**src/rtl/irq_redir_pkg.sv**
```systemverilog
package irq_redir_pkg;

  localparam int DEST_W = 8;
  localparam int VEC_W  = 8;

  typedef enum logic [2:0] {
    DM_FIXED  = 3'd0,
    DM_LOWPRI = 3'd1,
    DM_SMI    = 3'd2,
    DM_RSVD3  = 3'd3,
    DM_NMI    = 3'd4,
    DM_INIT   = 3'd5,
    DM_RSVD6  = 3'd6,
    DM_EXTINT = 3'd7
  } delMode_e;

  // Field order sets the bit layout: vector is the least significant field.
  typedef struct packed {
    logic [DEST_W-1:0] dest;
    logic              mask;
    logic              trigger;
    logic              polarity;
    logic              destMode;
    delMode_e          delMode;
    logic [VEC_W-1:0]  vector;
  } redirEntry_t;

  localparam int ENTRY_W = $bits(redirEntry_t);

  typedef struct packed {
    logic load;     // capture the selected entry
    logic advance;  // retire the current message
  } ctrlStrobe_t;

  typedef struct packed {
    logic lineBad;
    logic masked;
    logic reserved;
    logic noTarget;
    logic lastMsg;
  } dpStatus_t;

  function automatic logic isReservedMode(delMode_e m);
    return (m == DM_RSVD3) || (m == DM_RSVD6);
  endfunction

endpackage

```
**src/rtl/irq_redir_dp.sv**
```systemverilog
module irq_redir_dp
  import irq_redir_pkg::*;
#(
  parameter int NUM_LINES = 24,
  parameter int LINE_W    = 5
) (
  input  logic                         clk,
  input  logic                         rstN,
  input  logic [LINE_W-1:0]            evtLine,
  input  logic [NUM_LINES*ENTRY_W-1:0] redirTable,
  input  logic [VEC_W-1:0]             extVector,
  input  ctrlStrobe_t                  strobe,
  output dpStatus_t                    status,
  output logic [DEST_W-1:0]            msgTarget,
  output logic [VEC_W-1:0]             msgVector,
  output logic [2:0]                   msgDelMode,
  output logic                         msgDestMode,
  output logic                         msgLevel,
  output logic                         msgTrigger
);

  redirEntry_t entries [NUM_LINES];
  redirEntry_t selEntry;

  for (genvar g = 0; g < NUM_LINES; g++) begin : g_unpack
    assign entries[g] = redirTable[g*ENTRY_W +: ENTRY_W];
  end

  logic lineBad;
  assign lineBad = int'(evtLine) >= NUM_LINES;

  always_comb begin
    selEntry = '0;
    for (int i = 0; i < NUM_LINES; i++)
      if (int'(evtLine) == i) selEntry = entries[i];
  end

  delMode_e          curMode;
  logic              curDestMode, curLevel, curTrig;
  logic [DEST_W-1:0] curDest, pendMap;
  logic [VEC_W-1:0]  curVec;

  always_ff @(posedge clk) begin
    if (!rstN) begin
      curMode     <= DM_FIXED;
      curDestMode <= 1'b0;
      curLevel    <= 1'b0;
      curTrig     <= 1'b0;
      curDest     <= '0;
      curVec      <= '0;
      pendMap     <= '0;
    end else if (strobe.load) begin
      curMode     <= selEntry.delMode;
      curDestMode <= selEntry.destMode;
      curLevel    <= selEntry.polarity;
      curTrig     <= selEntry.trigger;
      curDest     <= selEntry.dest;
      curVec      <= (selEntry.delMode == DM_EXTINT) ? extVector : selEntry.vector;
      pendMap     <= selEntry.dest;
    end else if (strobe.advance) begin
      pendMap     <= pendMap & (pendMap - 1'b1);
    end
  end

  logic [DEST_W-1:0] lowIdx;
  always_comb begin
    lowIdx = '0;
    for (int i = DEST_W-1; i >= 0; i--)
      if (pendMap[i]) lowIdx = DEST_W'(i);
  end

  assign status.lineBad  = lineBad;
  assign status.masked   = selEntry.mask;
  assign status.reserved = isReservedMode(selEntry.delMode);
  assign status.noTarget = selEntry.destMode && (selEntry.dest == '0);
  assign status.lastMsg  = !curDestMode || ((pendMap & (pendMap - 1'b1)) == '0);

  assign msgTarget   = curDestMode ? lowIdx : curDest;
  assign msgVector   = curVec;
  assign msgDelMode  = curMode;
  assign msgDestMode = curDestMode;
  assign msgLevel    = curLevel;
  assign msgTrigger  = curTrig;

endmodule

```
**src/rtl/irq_redir_ctrl.sv**
```systemverilog
module irq_redir_ctrl
  import irq_redir_pkg::*;
(
  input  logic        clk,
  input  logic        rstN,
  input  logic        evtValid,
  output logic        evtReady,
  output logic        msgValid,
  input  logic        msgReady,
  input  dpStatus_t   status,
  output ctrlStrobe_t strobe,
  output logic        errLine,
  output logic        errMode
);

  typedef enum logic {ST_IDLE, ST_SEND} state_e;
  state_e state;

  logic accept;
  assign evtReady = (state == ST_IDLE);
  assign msgValid = (state == ST_SEND);
  assign accept   = evtValid && evtReady;

  assign strobe.load    = accept;
  assign strobe.advance = msgValid && msgReady;

  always_ff @(posedge clk) begin
    if (!rstN) begin
      state   <= ST_IDLE;
      errLine <= 1'b0;
      errMode <= 1'b0;
    end else begin
      errLine <= 1'b0;
      errMode <= 1'b0;
      case (state)
        ST_IDLE: if (accept) begin
          if (status.lineBad)       errLine <= 1'b1;
          else if (status.masked)   state   <= ST_IDLE;
          else if (status.reserved) errMode <= 1'b1;
          else if (!status.noTarget) state  <= ST_SEND;
        end
        ST_SEND: if (msgReady && status.lastMsg) state <= ST_IDLE;
        default: state <= ST_IDLE;
      endcase
    end
  end

endmodule

```
**src/rtl/irq_redir_dispatch.sv**
```systemverilog
module irq_redir_dispatch
  import irq_redir_pkg::*;
#(
  parameter int NUM_LINES = 24,
  parameter int LINE_W    = 5
) (
  input  logic                         clk,
  input  logic                         rstN,
  input  logic                         evtValid,
  output logic                         evtReady,
  input  logic [LINE_W-1:0]            evtLine,
  input  logic [NUM_LINES*ENTRY_W-1:0] redirTable,
  input  logic [VEC_W-1:0]             extVector,
  output logic                         msgValid,
  input  logic                         msgReady,
  output logic [DEST_W-1:0]            msgTarget,
  output logic [VEC_W-1:0]             msgVector,
  output logic [2:0]                   msgDelMode,
  output logic                         msgDestMode,
  output logic                         msgLevel,
  output logic                         msgTrigger,
  output logic                         errLine,
  output logic                         errMode
);

  ctrlStrobe_t strobe;
  dpStatus_t   status;

  irq_redir_ctrl ctrl_i (
    .clk(clk), .rstN(rstN), .evtValid(evtValid), .evtReady(evtReady),
    .msgValid(msgValid), .msgReady(msgReady), .status(status),
    .strobe(strobe), .errLine(errLine), .errMode(errMode)
  );

  irq_redir_dp #(.NUM_LINES(NUM_LINES), .LINE_W(LINE_W)) dp_i (
    .clk(clk), .rstN(rstN), .evtLine(evtLine), .redirTable(redirTable),
    .extVector(extVector), .strobe(strobe), .status(status),
    .msgTarget(msgTarget), .msgVector(msgVector), .msgDelMode(msgDelMode),
    .msgDestMode(msgDestMode), .msgLevel(msgLevel), .msgTrigger(msgTrigger)
  );

endmodule

```
**config.mk**
```make
export PLATFORM = sky130hd
export DESIGN_NAME = irq_redir_dispatch
export DESIGN_NICKNAME = d
export VERILOG_FILES = /design/src/rtl/irq_redir_pkg.sv /design/src/rtl/irq_redir_dp.sv /design/src/rtl/irq_redir_ctrl.sv /design/src/rtl/irq_redir_dispatch.sv
export SDC_FILE = /design/constraint.sdc
export NUM_CORES = 1
export LEC_CHECK = 0
export BUFFER_PORTS_ARGS = -buffer_cell sky130_fd_sc_hd__buf_4
export CORE_AREA = 2 2 234 236
export CTS_CLUSTER_DIAMETER = 200
export DETAILED_ROUTE_END_ITERATION = 8
export DIE_AREA = 0 0 236 238
export GPL_ROUTABILITY_DRIVEN = 0
export SYNTH_ARGS = -nofsm -noshare
export SYNTH_HDL_FRONTEND = slang
export SYNTH_HIERARCHICAL = 1
export SYNTH_SLANG_ARGS = --single-unit
```
**constraint.sdc**
```tcl
create_clock -name clk -period 2.82 [get_ports clk]
set_input_delay 0.282 -clock clk [delete_from_list [all_inputs] [get_ports clk]]
set_output_delay 0.282 -clock clk [all_outputs]
set_load 0.1 [all_outputs]
```
==> metrics.md, run 1 <==
| Metric | Value |
|---|---|
| Status | finished with violations |
| Failing checks | setup timing |
| Number of global-route vias before repair | 13,000 |
| Worst hold-check path type | in2reg |
| Sequential-to-total area share from yosys stat | 0.0946 |
| Post-synthesis net count | 1,577 |
| Root buffer cell | sky130_fd_sc_hd__clkbuf_16 |
| Final critical-path share of the clock period | 1.01 |
| Worst reg2reg path depth | 9 |
| Initial antenna violation count | 22 |
| Worst reg-to-reg setup slack | ~1.2 ns |
| Critical Path End | dp_i/msgVector[5] |
| WP depth | 12 |
| Mean instance size in the synthesized netlist | 6.93 um2 |
| Clock buffer depth | 2 |
| IO Port Bufs | between 500 and 600 |
| H-tree depth | 2 |
| Setup Crit Path Kind | in2reg |
| Count of placed standard cells in the final layout, fillers left out | 2,530 |
| Critical register-to-register path endpoint | ctrl_i/msgValid |
| Most frequent cell on the critical path | sky130_fd_sc_hd__buf_4 |
| Clock transition at the registers of the reported paths | 0.06 ns |
| Total number of placement rows | 85 |
| Endpoint kind of the worst setup timing path | flip-flop |
| Overall power consumption | 3.67 mW |
| Number of buffers inserted for hold repair after clock tree synthesis | 0 |
| Maximum clock frequency | 351 MHz |
| Residual DRC | 0 |
| Critical path startpoint category | input port |
| Routed via count | 13,000 |
| R2r startpoint | dp_i/pendMap[0] |
| Detail-routed net length per standard cell | 29.0 um |
| Gate Count Post-Synth | between 1,000 and 1,500 |
| CP peak stage delay | 0.66 ns |
| Detailed placement HPWL | ~65 mm |
| Final setup viols | 1 |
| Count of warnings emitted by yosys | 6 |
| Total clock buffers created by CTS | 5 |
| Critical path required time | 3.03 ns |
| Largest net degree at the start of global routing | 27 |
| Full die area | 56,200 um2 |
| Effective utilization at floorplan | 0.131 |
| Worst path slowest cell | sky130_fd_sc_hd__nor4_2 |
| Core box area | 53,500 um2 |
| Number of iterations in the first detailed-routing pass | 7 |
| Area delta synth->final | 110% |
| Main synth FF type | sky130_fd_sc_hd__dfxtp_1 |
| Global-route total usage across every layer | 0.247 |
| Total number of nets in the final design | 2,396 |
| Most frequent standard cell in the layout excluding fill and tap cells | sky130_fd_sc_hd__buf_4 |
| Num ports | roughly 600 |
| Die boundary width | between 200 and 250 um |
| Static leakage power | between 6 and 7 nW |
| Top library cells by usage in the layout, fill and taps aside | sky130_fd_sc_hd__buf_4, sky130_fd_sc_hd__a21oi_1, sky130_fd_sc_hd__nand2_1 |
| Worst path buffer plus inverter count | 5 |
| Final count of pins violating max slew | 0 |
| Max-capacitance violation count | 0 |
| Worst VDD drop | 0.316 mV |
| Final clock skew | 0.00418 ns |
| Ratio of total power to cell area | 251 nW/um2 |
| Die span in y | 238 um |
| #FFs+latches synth | 33 |
| Summed instance area of the synthesized netlist | 6980 um2 |
| Placed instance area | 14,200 um2 |
| Num Clock Sinks | 33 |
| Final period demand of the worst path | between 2 and 3 ns |
| # placed instances | approximately 2,500 |
| Final hold violation count | 0 |
| Worst setup slack after layout | -0.0270 ns |
| Number of enable-type register cells in the synthesized netlist | 0 |
| Transition at the pin with the smallest max-transition slack | 0.784 ns |
| Worst setup path startpoint | evtLine[2] |
| Antenna viol nets, final | 0 |
| Remaining global-route overflow | 0 |
| Data arrival time at the worst-slack endpoint | about 3.1 ns |
| Total wire length after detailed routing | 73.3 mm |
| Setup TNS after final layout | -0.0270 ns |
| TritonCTS clock tree | built |
| Family of cells with the greatest summed delay on the critical path | compound AO/OA/AOI/OAI gates |
| Worst rel slew slack | 0.473 |
| Synth cell types | 93 |
| Share of cells above drive strength 1 | 0.544 |
| Design area | around 15,000 um2 |
| Via-to-Cell Ratio | 5.14 |
| Initial detailed-routing violation count | 1,538 |
| Cell chain of the critical path | buf_6 > buf_4 > buf_4 > nor4_2 > a221oi_1 > o211ai_1 > buf_4 > a221oi_1 > buf_4 > o211a_1 > a211o_1 > a31oi_1 |
| Worst skew pair latency | 0.28 ns |
| Async SR Flop Fraction | 0 |
| Maximum fanout count along the critical path | 23 |
| Global-route wire length before repair | 98.8 mm |
-- how the worst min path moves through the flow --
stage / startpoint / endpoint / slack, ns / depth (start not counted)
finish: extVector[6] / dp_i/msgVector[6] / 0.26 / 3
global route: extVector[2] / dp_i/msgVector[2] / 0.27 / 3
CTS: extVector[6] / dp_i/msgVector[6] / 0.26 / 3
detailed placement: dp_i/curDest[6] / dp_i/curDest[6] / 0.45 / 2
global placement: dp_i/curDest[6] / dp_i/curDest[6] / 0.45 / 2
floorplan: rstN / ctrl_i/errLine / 0.43 / 1
-- state kept, by name, summed over array words and instances, names as in the netlist --
signal and cells:
ctrl_i/errMode 1, dp_i/msgDelMode 3, dp_i/pendMap 8, dp_i/msgTrigger 1, dp_i/msgDestMode 1, dp_i/curDest 8
ctrl_i/errLine 1, dp_i/msgLevel 1, dp_i/msgVector 8, ctrl_i/msgValid 1
-- cell families after synthesis --
group	Yosys count	share of synthesized area
AOI/OAI and AO/OA	454	0.450
and+or+nand+nor	355	0.265
buffers and inverters	111	0.0898
muxes	53	0.0975
DFF	33	0.0946
xor gates and xnor gates	1	0.00125
adders and majority gates	1	0.00143
-- worst min-delay path, delay by kind of cell --
| kind | cells | cell delay, ns |
|---|---|---|
| compound gates | 1 | 0.07 |
| buf+inv | 2 | 0.15 |
-- area by class of cell --
cell class	count	area, um2
timing repair buffer	902	6930
multi-input combinational	864	5910
inverter	21	78.8
clock buffer	6	139
antenna	6	15.0
clock inverter	2	37.5
sequential	33	661
fill	5888	38900
tap	696	871
-- through the flow --
stage / setup slack [ns] / util / hold slack [ns]
floorplan: -0.563 / - / 0.428
global placement: -0.552 / 0.265 / 0.454
detailed placement: -0.578 / 0.265 / 0.454
CTS: -0.00467 / 0.270 / 0.257
global route: -0.00512 / 0.273 / 0.271
finish: -0.0270 / 0.274 / 0.261
-- power by group --
| group | leakage [nW] | switching (mW) | internal, mW |
|---|---|---|---|
| sequential | 0.271 | 0.0425 | 0.514 |
| combinational | 6.33 | 1.30 | 1.15 |
| clock | 0.0831 | 0.218 | 0.441 |
| total | 6.69 | 1.56 | 2.11 |
-- routing by layer --
metal | wire, um | vias to the layer above | part of all wire | track usage
met1 | 29400 | 6170 | 0.40 | 0.308
met4 | 3640 | 28 | 0.050 | 0.107
met3 | 8290 | 195 | 0.11 | 0.0819
met2 | 31800 | 1001 | 0.43 | 0.386
li1 | - | 5616 | - | -
met5 | 170 | - | 0.0023 | 0
-- synthesized netlist by cell type, drive strengths merged, types with 5 or more instances --
cell type	n	share of area
buf	56	0.060
a22oi	45	0.048
nor2b	22	0.020
o221ai	14	0.018
mux2i	32	0.046
and2	9	0.0084
a21oi	99	0.073
inv	19	0.010
a221oi	20	0.028
nand2	91	0.049
nor3	22	0.018
a2111oi	7	0.015
o22a	7	0.0088
nand2b	15	0.014
dfxtp	33	0.095
nand3	33	0.024
nand4	8	0.0072
and3	8	0.0079
a31oi	12	0.013
o22ai	46	0.041
a32oi	6	0.0075
a211oi	24	0.028
clkbuf	34	0.018
a221o	7	0.010
nor3b	7	0.010
o21a	9	0.0097
a22o	6	0.0075
nor2	93	0.051
mux4	11	0.035
a222oi	7	0.010
or3	5	0.0052
and3b	13	0.016
o21ai	89	0.064
mux2	10	0.016
nor4	7	0.0072
o211ai	10	0.011
o31ai	6	0.0064
-- what timing repair did --
item / in CTS / in global routing
setup endpoints to repair: 8 / 7
pin swaps: 1 / 6
gates resized for setup: 14 / 31
buffers inserted: 3 / 5
Note: power is estimated with default switching activity, not from simulation.
==> inputs of run 2 (changes only) <==
--- a/config.mk
+++ b/config.mk
@@ -6,11 +6,15 @@
 export NUM_CORES = 1
 export LEC_CHECK = 0
 export BUFFER_PORTS_ARGS = -buffer_cell sky130_fd_sc_hd__buf_4
-export CORE_AREA = 2 2 234 236
+export CELL_PAD_IN_SITES_DETAIL_PLACEMENT = 0
+export CELL_PAD_IN_SITES_GLOBAL_PLACEMENT = 1
+export CORE_AREA = 2 2 231 233
 export CTS_CLUSTER_DIAMETER = 200
 export DETAILED_ROUTE_END_ITERATION = 8
-export DIE_AREA = 0 0 236 238
+export DIE_AREA = 0 0 233 235
 export GPL_ROUTABILITY_DRIVEN = 0
+export MAX_ROUTING_LAYER = met4
+export PLACE_DENSITY_LB_ADDON = 0.1
 export SYNTH_ARGS = -nofsm -noshare
 export SYNTH_HDL_FRONTEND = slang
 export SYNTH_HIERARCHICAL = 1
==> metrics.md, run 2 (synthesis gave the netlist of run 1 again) <==
| Metric | Value |
|---|---|
| Setup Crit Path Kind | in2reg |
| Ratio of total power to cell area | 250 nW/um2 |
| Family of cells with the greatest summed delay on the critical path | compound AO/OA/AOI/OAI gates |
| Most frequent standard cell in the layout excluding fill and tap cells | sky130_fd_sc_hd__buf_4 |
| Final hold violation count | 0 |
| Transition at the pin with the smallest max-transition slack | between 0.6 and 0.7 ns |
| Full die area | 54,800 um2 |
| Worst VDD drop | 0.230 mV |
| Share of cells above drive strength 1 | 0.539 |
| Antenna viol nets, final | 0 |
| Critical path required time | around 3.0 ns |
| Endpoint kind of the worst setup timing path | flip-flop |
| Gate power share | 0.667 |
| Worst rel slew slack | 0.545 |
| Effective utilization at floorplan | 0.134 |
| Net switching power | 1.56 mW |
| Number of buffers inserted for hold repair after clock tree synthesis | 0 |
| Initial detailed-routing violation count | ~1,000 |
| Top library cells by usage in the layout, fill and taps aside | sky130_fd_sc_hd__buf_4, sky130_fd_sc_hd__a21oi_1, sky130_fd_sc_hd__nand2_1, sky130_fd_sc_hd__nor2_1, sky130_fd_sc_hd__o21ai_0 |
| Unrepaired setup endpoints after global routing | true |
| Worst setup slack after layout | -0.0906 ns |
| Total number of placement rows | 84 |
| Portion of total power attributed to sequential cells | 0.152 |
| Failing checks | setup timing |
| H-tree depth | 2 |
| IO Port Bufs | 594 |
| Setup TNS after final layout | -0.0906 ns |
| Overall power consumption | 3.66 mW |
| Clock buffer depth | 2 |
| Die span in y | 235 um |
| Final period demand of the worst path | 2.91 ns |
| Final count of pins violating max slew | 0 |
| Detailed placement HPWL | 66.6 mm |
| Largest net degree at the start of global routing | 32 |
| Die boundary width | 233 um |
| Maximum clock frequency | about 340 MHz |
| Design area | ~15,000 um2 |
| Routed via count | 12,100 |
| Status | finished with violations |
| Final critical-path share of the clock period | 1.03 |
| Static leakage power | 6.70 nW |
| Core box area | approximately 52,000 um2 |
| Worst path buffer plus inverter count | 4 |
| Residual DRC | 0 |
| Total wire length after detailed routing | between 70 and 80 mm |
| Worst hold-check path type | in2reg |
| Clock transition at the registers of the reported paths | about 0.060 ns |
| Clock network power share | 0.181 |
| Sw frac | 0.426 |
| Num Clock Sinks | 33 |
| Initial antenna violation count | 17 |
| Fin util | 0.280 |
| Num ports | 595 |
| Remaining global-route overflow | 0 |
| Most frequent cell on the critical path | sky130_fd_sc_hd__buf_4 |
| Number of global-route vias before repair | 13,000 |
| Max-capacitance violation count | 0 |
| Root buffer cell | sky130_fd_sc_hd__clkbuf_16 |
| Via-to-Cell Ratio | ~4.8 |
| Total clock buffers created by CTS | 5 |
| Detail-routed net length per standard cell | 29.4 um |
| Final clock skew | roughly 0.0048 ns |
| CP peak stage delay | 0.41 ns |
| Total number of nets in the final design | about 2,400 |
| Number of iterations in the first detailed-routing pass | 5 |
| Final setup viols | 1 |
| Worst slack on hold paths | 0.257 ns |
| Critical path startpoint category | input port |
| Maximum fanout count along the critical path | 16 |
| Placed instance area | 14,300 um2 |
| Total internal power | between 2 and 2.5 mW |
| TritonCTS clock tree | built |
| Area delta synth->final | 110% |
| Global-route total usage across every layer | 0.269 |
| Cell chain of the critical path | buf_6 > buf_4 > buf_4 > nor3b_4 > buf_4 > a21oi_1 > o22a_1 > o22ai_1 > a21oi_1 > o311a_1 > and3_1 > or4_1 > o22ai_1 |
| Data arrival time at the worst-slack endpoint | approximately 3.1 ns |
| Worst path slowest cell | sky130_fd_sc_hd__or4_1 |
| Worst skew pair latency | 0.29 ns |
| Global-route wire length before repair | 99.8 mm |
-- run 2: cell count changes in the layout (fill, tap and decap cells not counted), moves of 3 or more --
cell                      delta
sky130_fd_sc_hd__diode_2    +10
sky130_fd_sc_hd__o21ai_1     +3
sky130_fd_sc_hd__nor2_1      +3
sky130_fd_sc_hd__buf_12      +5
sky130_fd_sc_hd__nor3b_2     -3
sky130_fd_sc_hd__buf_4       -8
sky130_fd_sc_hd__nor3_2      +4
-- run 2: final cells by class --
cell class                 instances  area, um2
sequential                        33        661
clock inverter                     2       37.5
tap                              688        861
antenna                           16       40.0
multi-input combinational        864       5850
timing repair buffer             900       6980
fill                            5809      37600
clock buffer                       6        139
inverter                          21       78.8
-- run 2: power groups by stage --
| stage | clock network, mW | registers (mW) | logic [mW] |
|---|---|---|---|
| floorplan | 0 | 0.727 | 0.809 |
| global placement | 0 | 0.564 | 2.41 |
| detailed placement | 0 | 0.565 | 2.40 |
| CTS | 0.684 | 0.555 | 2.42 |
| global route | 0.703 | 0.562 | 2.57 |
| finish | 0.664 | 0.555 | 2.44 |
-- run 2: per-layer routing --
layer | vias to the layer above | global-route usage | part of all wire
met5 | - | - | 0
met4 | 0 | 0.0859 | 0.033
met3 | 97 | 0.0529 | 0.067
met2 | 540 | 0.458 | 0.50
met1 | 5853 | 0.316 | 0.40
li1 | 5635 | - | -
-- run 2: timing repair --
action                                  4_1_cts  5_1_grt
gates resized for setup                      18       20
buffers inserted                              0        2
endpoints found under the setup margin       13       12
pin swaps                                     2        2
-- run 2: through the flow --
stage          instances  setup WS (ns)
2_1_floorplan       1008         -0.563
3_3_place_gp        2504         -0.855
3_5_place_dp        2504         -0.867
4_1_cts             2512        -0.0609
5_1_grt             2530         -0.158
6_report            2530        -0.0906
-- run 2: path summary, 6_finish.rpt --
check                           slack, ns             from                end  cells after the start
worst min register to register       0.46  dp_i/curDest[7]    dp_i/curDest[7]                      2
worst max register to register       0.79  ctrl_i/msgValid  dp_i/msgVector[6]                      4
worst min-delay path                 0.26  redirTable[542]    dp_i/msgTrigger                      3
worst max-delay path                -0.09       evtLine[1]    ctrl_i/msgValid                     13
-- run 2: tightest hold or removal path: cells and delay by family --
family                 cells  cell delay (ns)
buffers and inverters      1             0.11
AO/OA/AOI/OAI              1             0.07
AND/OR/NAND/NOR            1             0.04
==> inputs of run 3 (changes only) <==
--- a/config.mk
+++ b/config.mk
@@ -9,12 +9,13 @@
 export CELL_PAD_IN_SITES_DETAIL_PLACEMENT = 0
 export CELL_PAD_IN_SITES_GLOBAL_PLACEMENT = 1
 export CORE_AREA = 2 2 231 233
-export CTS_CLUSTER_DIAMETER = 200
+export CTS_CLUSTER_DIAMETER = 60
 export DETAILED_ROUTE_END_ITERATION = 8
 export DIE_AREA = 0 0 233 235
 export GPL_ROUTABILITY_DRIVEN = 0
 export MAX_ROUTING_LAYER = met4
 export PLACE_DENSITY_LB_ADDON = 0.1
+export SKIP_LAST_GASP = 1
 export SYNTH_ARGS = -nofsm -noshare
 export SYNTH_HDL_FRONTEND = slang
 export SYNTH_HIERARCHICAL = 1
==> metrics.md, run 3 (synthesis gave the netlist of run 1 again) <==
| Metric | Value |
|---|---|
| Status | finished with violations |
| Failing checks | setup timing |
| Total number of placement rows | between 80 and 90 |
| Remaining global-route overflow | 0 |
| Die boundary width | 233 um |
| Num Clock Sinks | 33 |
| Total number of nets in the final design | 2,394 |
| Static leakage power | 6.70 nW |
| H-tree depth | 2 |
| Worst reg-to-reg setup slack | approximately 0.77 ns |
| Antenna viol nets, final | 0 |
| Ratio of total power to cell area | between 200 and 250 nW/um2 |
| Worst hold-check path type | in2reg |
| Gate power share | 0.667 |
| Largest net degree at the start of global routing | 32 |
| R2r startpoint | ctrl_i/msgValid |
| Fin util | 0.280 |
| IO Port Bufs | 594 |
| Routed via count | roughly 12,000 |
| Top library cells by usage in the layout, fill and taps aside | sky130_fd_sc_hd__buf_4, sky130_fd_sc_hd__a21oi_1, sky130_fd_sc_hd__nand2_1, sky130_fd_sc_hd__nor2_1, sky130_fd_sc_hd__o21ai_0 |
| Final critical-path share of the clock period | 1.03 |
| Final count of pins violating max slew | 0 |
| Worst setup path startpoint | evtLine[1] |
| Residual DRC | 0 |
| Data arrival time at the worst-slack endpoint | 3.11 ns |
| Net switching power | 1.56 mW |
| Final setup viols | 1 |
| Initial antenna violation count | 17 |
| Number of iterations in the first detailed-routing pass | 5 |
| Final hold violation count | 0 |
| Core box area | 52,200 um2 |
| Clock buffer depth | 2 |
| Transition at the pin with the smallest max-transition slack | 0.769 ns |
| Effective utilization at floorplan | 0.134 |
| Clock transition at the registers of the reported paths | around 0.060 ns |
| Global-route total usage across every layer | 0.269 |
| TritonCTS clock tree | built |
| Clock network power share | 0.181 |
| Unrepaired setup endpoints after global routing | true |
| Critical path required time | 3.03 ns |
| Critical Path End | ctrl_i/msgValid |
| Detail-routed net length per standard cell | 29.4 um |
| Setup Crit Path Kind | in2reg |
| Global-route wire length before repair | 99.8 mm |
| Num ports | 595 |
| Maximum clock frequency | 345 MHz |
| Share of cells above drive strength 1 | 0.538 |
| Portion of total power attributed to sequential cells | 0.152 |
| Area delta synth->final | 110% |
| Number of buffers inserted for hold repair after clock tree synthesis | 0 |
| Max-capacitance violation count | 0 |
| Total clock buffers created by CTS | 5 |
| Worst skew pair latency | roughly 0.29 ns |
| Full die area | 54,800 um2 |
| Total internal power | roughly 2.1 mW |
| Via-to-Cell Ratio | roughly 4.8 |
| Critical register-to-register path endpoint | dp_i/msgVector[6] |
| Final period demand of the worst path | 2.90 ns |
| Initial detailed-routing violation count | between 900 and 1,000 |
| Sw frac | 0.426 |
| Hold path cells | 3 |
| Total wire length after detailed routing | between 70 and 80 mm |
| Number of global-route vias before repair | 13,000 |
| Root buffer cell | sky130_fd_sc_hd__clkbuf_16 |
| Most frequent standard cell in the layout excluding fill and tap cells | sky130_fd_sc_hd__buf_4 |
| Endpoint kind of the worst setup timing path | flip-flop |
| Die span in y | between 200 and 250 um |
| Final clock skew | 0.00491 ns |
| Overall power consumption | 3.66 mW |
| Detailed placement HPWL | 66.6 mm |
| Worst setup slack after layout | -0.0799 ns |
| Worst rel slew slack | 0.486 |
| Critical path startpoint category | input port |
| Worst VDD drop | 0.229 mV |
| Maximum fanout count along the critical path | 16 |
| Worst reg2reg path depth | 4 |
[run 3: cell counts in the layout (fill, tap and decap cells not counted)]
No cell type changed its count.
[run 3: how the worst min path moves through the flow]
stage	to	from
2_1_floorplan	ctrl_i/errLine	rstN
3_3_place_gp	dp_i/curDest[7]	dp_i/curDest[7]
3_5_place_dp	dp_i/curDest[7]	dp_i/curDest[7]
4_1_cts	dp_i/msgTrigger	redirTable[542]
5_1_grt	dp_i/msgVector[5]	extVector[5]
6_report	dp_i/msgTrigger	redirTable[542]
[run 3: layout make-up]
type | instances | area [um2]
Tap cell | 688 | 861
Sequential cell | 33 | 661
Clock inverter | 2 | 37.5
Antenna cell | 16 | 40.0
Fill cell | 5805 | 37600
Timing Repair Buffer | 900 | 6980
Inverter | 21 | 78.8
Clock buffer | 6 | 139
Multi-Input combinational cell | 864 | 5850
[run 3: per-stage QoR]
| step | worst slack, ns | instance area (um2) | instances | TNS [ns] | hold WS [ns] |
|---|---|---|---|---|---|
| 6_report | -0.0799 | 14600 | 2530 | -0.0799 | 0.257 |
| 5_1_grt | -0.161 | 14600 | 2530 | -0.244 | 0.268 |
| 4_1_cts | -0.0940 | 14500 | 2512 | -0.0940 | 0.250 |
| 3_5_place_dp | -0.867 | 14300 | 2504 | -6.62 | 0.452 |
| 3_3_place_gp | -0.855 | 14300 | 2504 | -5.91 | 0.453 |
| 2_1_floorplan | -0.563 | 6990 | 1008 | -1.13 | 0.428 |
[run 3: repair_timing]
action                     in CTS  in global routing
pin swaps                       2                  2
buffers inserted                0                  2
setup endpoints to repair      13                 12
resized for setup              15                 21
[run 3: per-layer routing]
metal / GRT usage / part of all wire
met5: - / 0
met3: 0.0529 / 0.064
met4: 0.0859 / 0.031
met1: 0.316 / 0.41
met2: 0.458 / 0.50
[run 3: power by group through the flow]
| stage | clock [mW] | combinational (mW) | sequential [mW] |
|---|---|---|---|
| detailed placement | 0 | 2.40 | 0.565 |
| global route | 0.703 | 2.57 | 0.562 |
| finish | 0.664 | 2.44 | 0.555 |
| global placement | 0 | 2.41 | 0.564 |
| CTS | 0.684 | 2.42 | 0.555 |
| floorplan | 0 | 0.809 | 0.727 |
[run 3: critical path, cell delays in order]
cell	delay (ns)
sky130_fd_sc_hd__buf_6	0.14
sky130_fd_sc_hd__buf_4	0.15
sky130_fd_sc_hd__buf_4	0.20
sky130_fd_sc_hd__nor3b_4	0.29
sky130_fd_sc_hd__buf_4	0.19
sky130_fd_sc_hd__a21oi_1	0.04
sky130_fd_sc_hd__o22a_1	0.20
sky130_fd_sc_hd__o22ai_1	0.28
sky130_fd_sc_hd__a21oi_1	0.20
sky130_fd_sc_hd__o311a_1	0.40
sky130_fd_sc_hd__and3_1	0.15
sky130_fd_sc_hd__or4_1	0.41
sky130_fd_sc_hd__o22ai_1	0.15
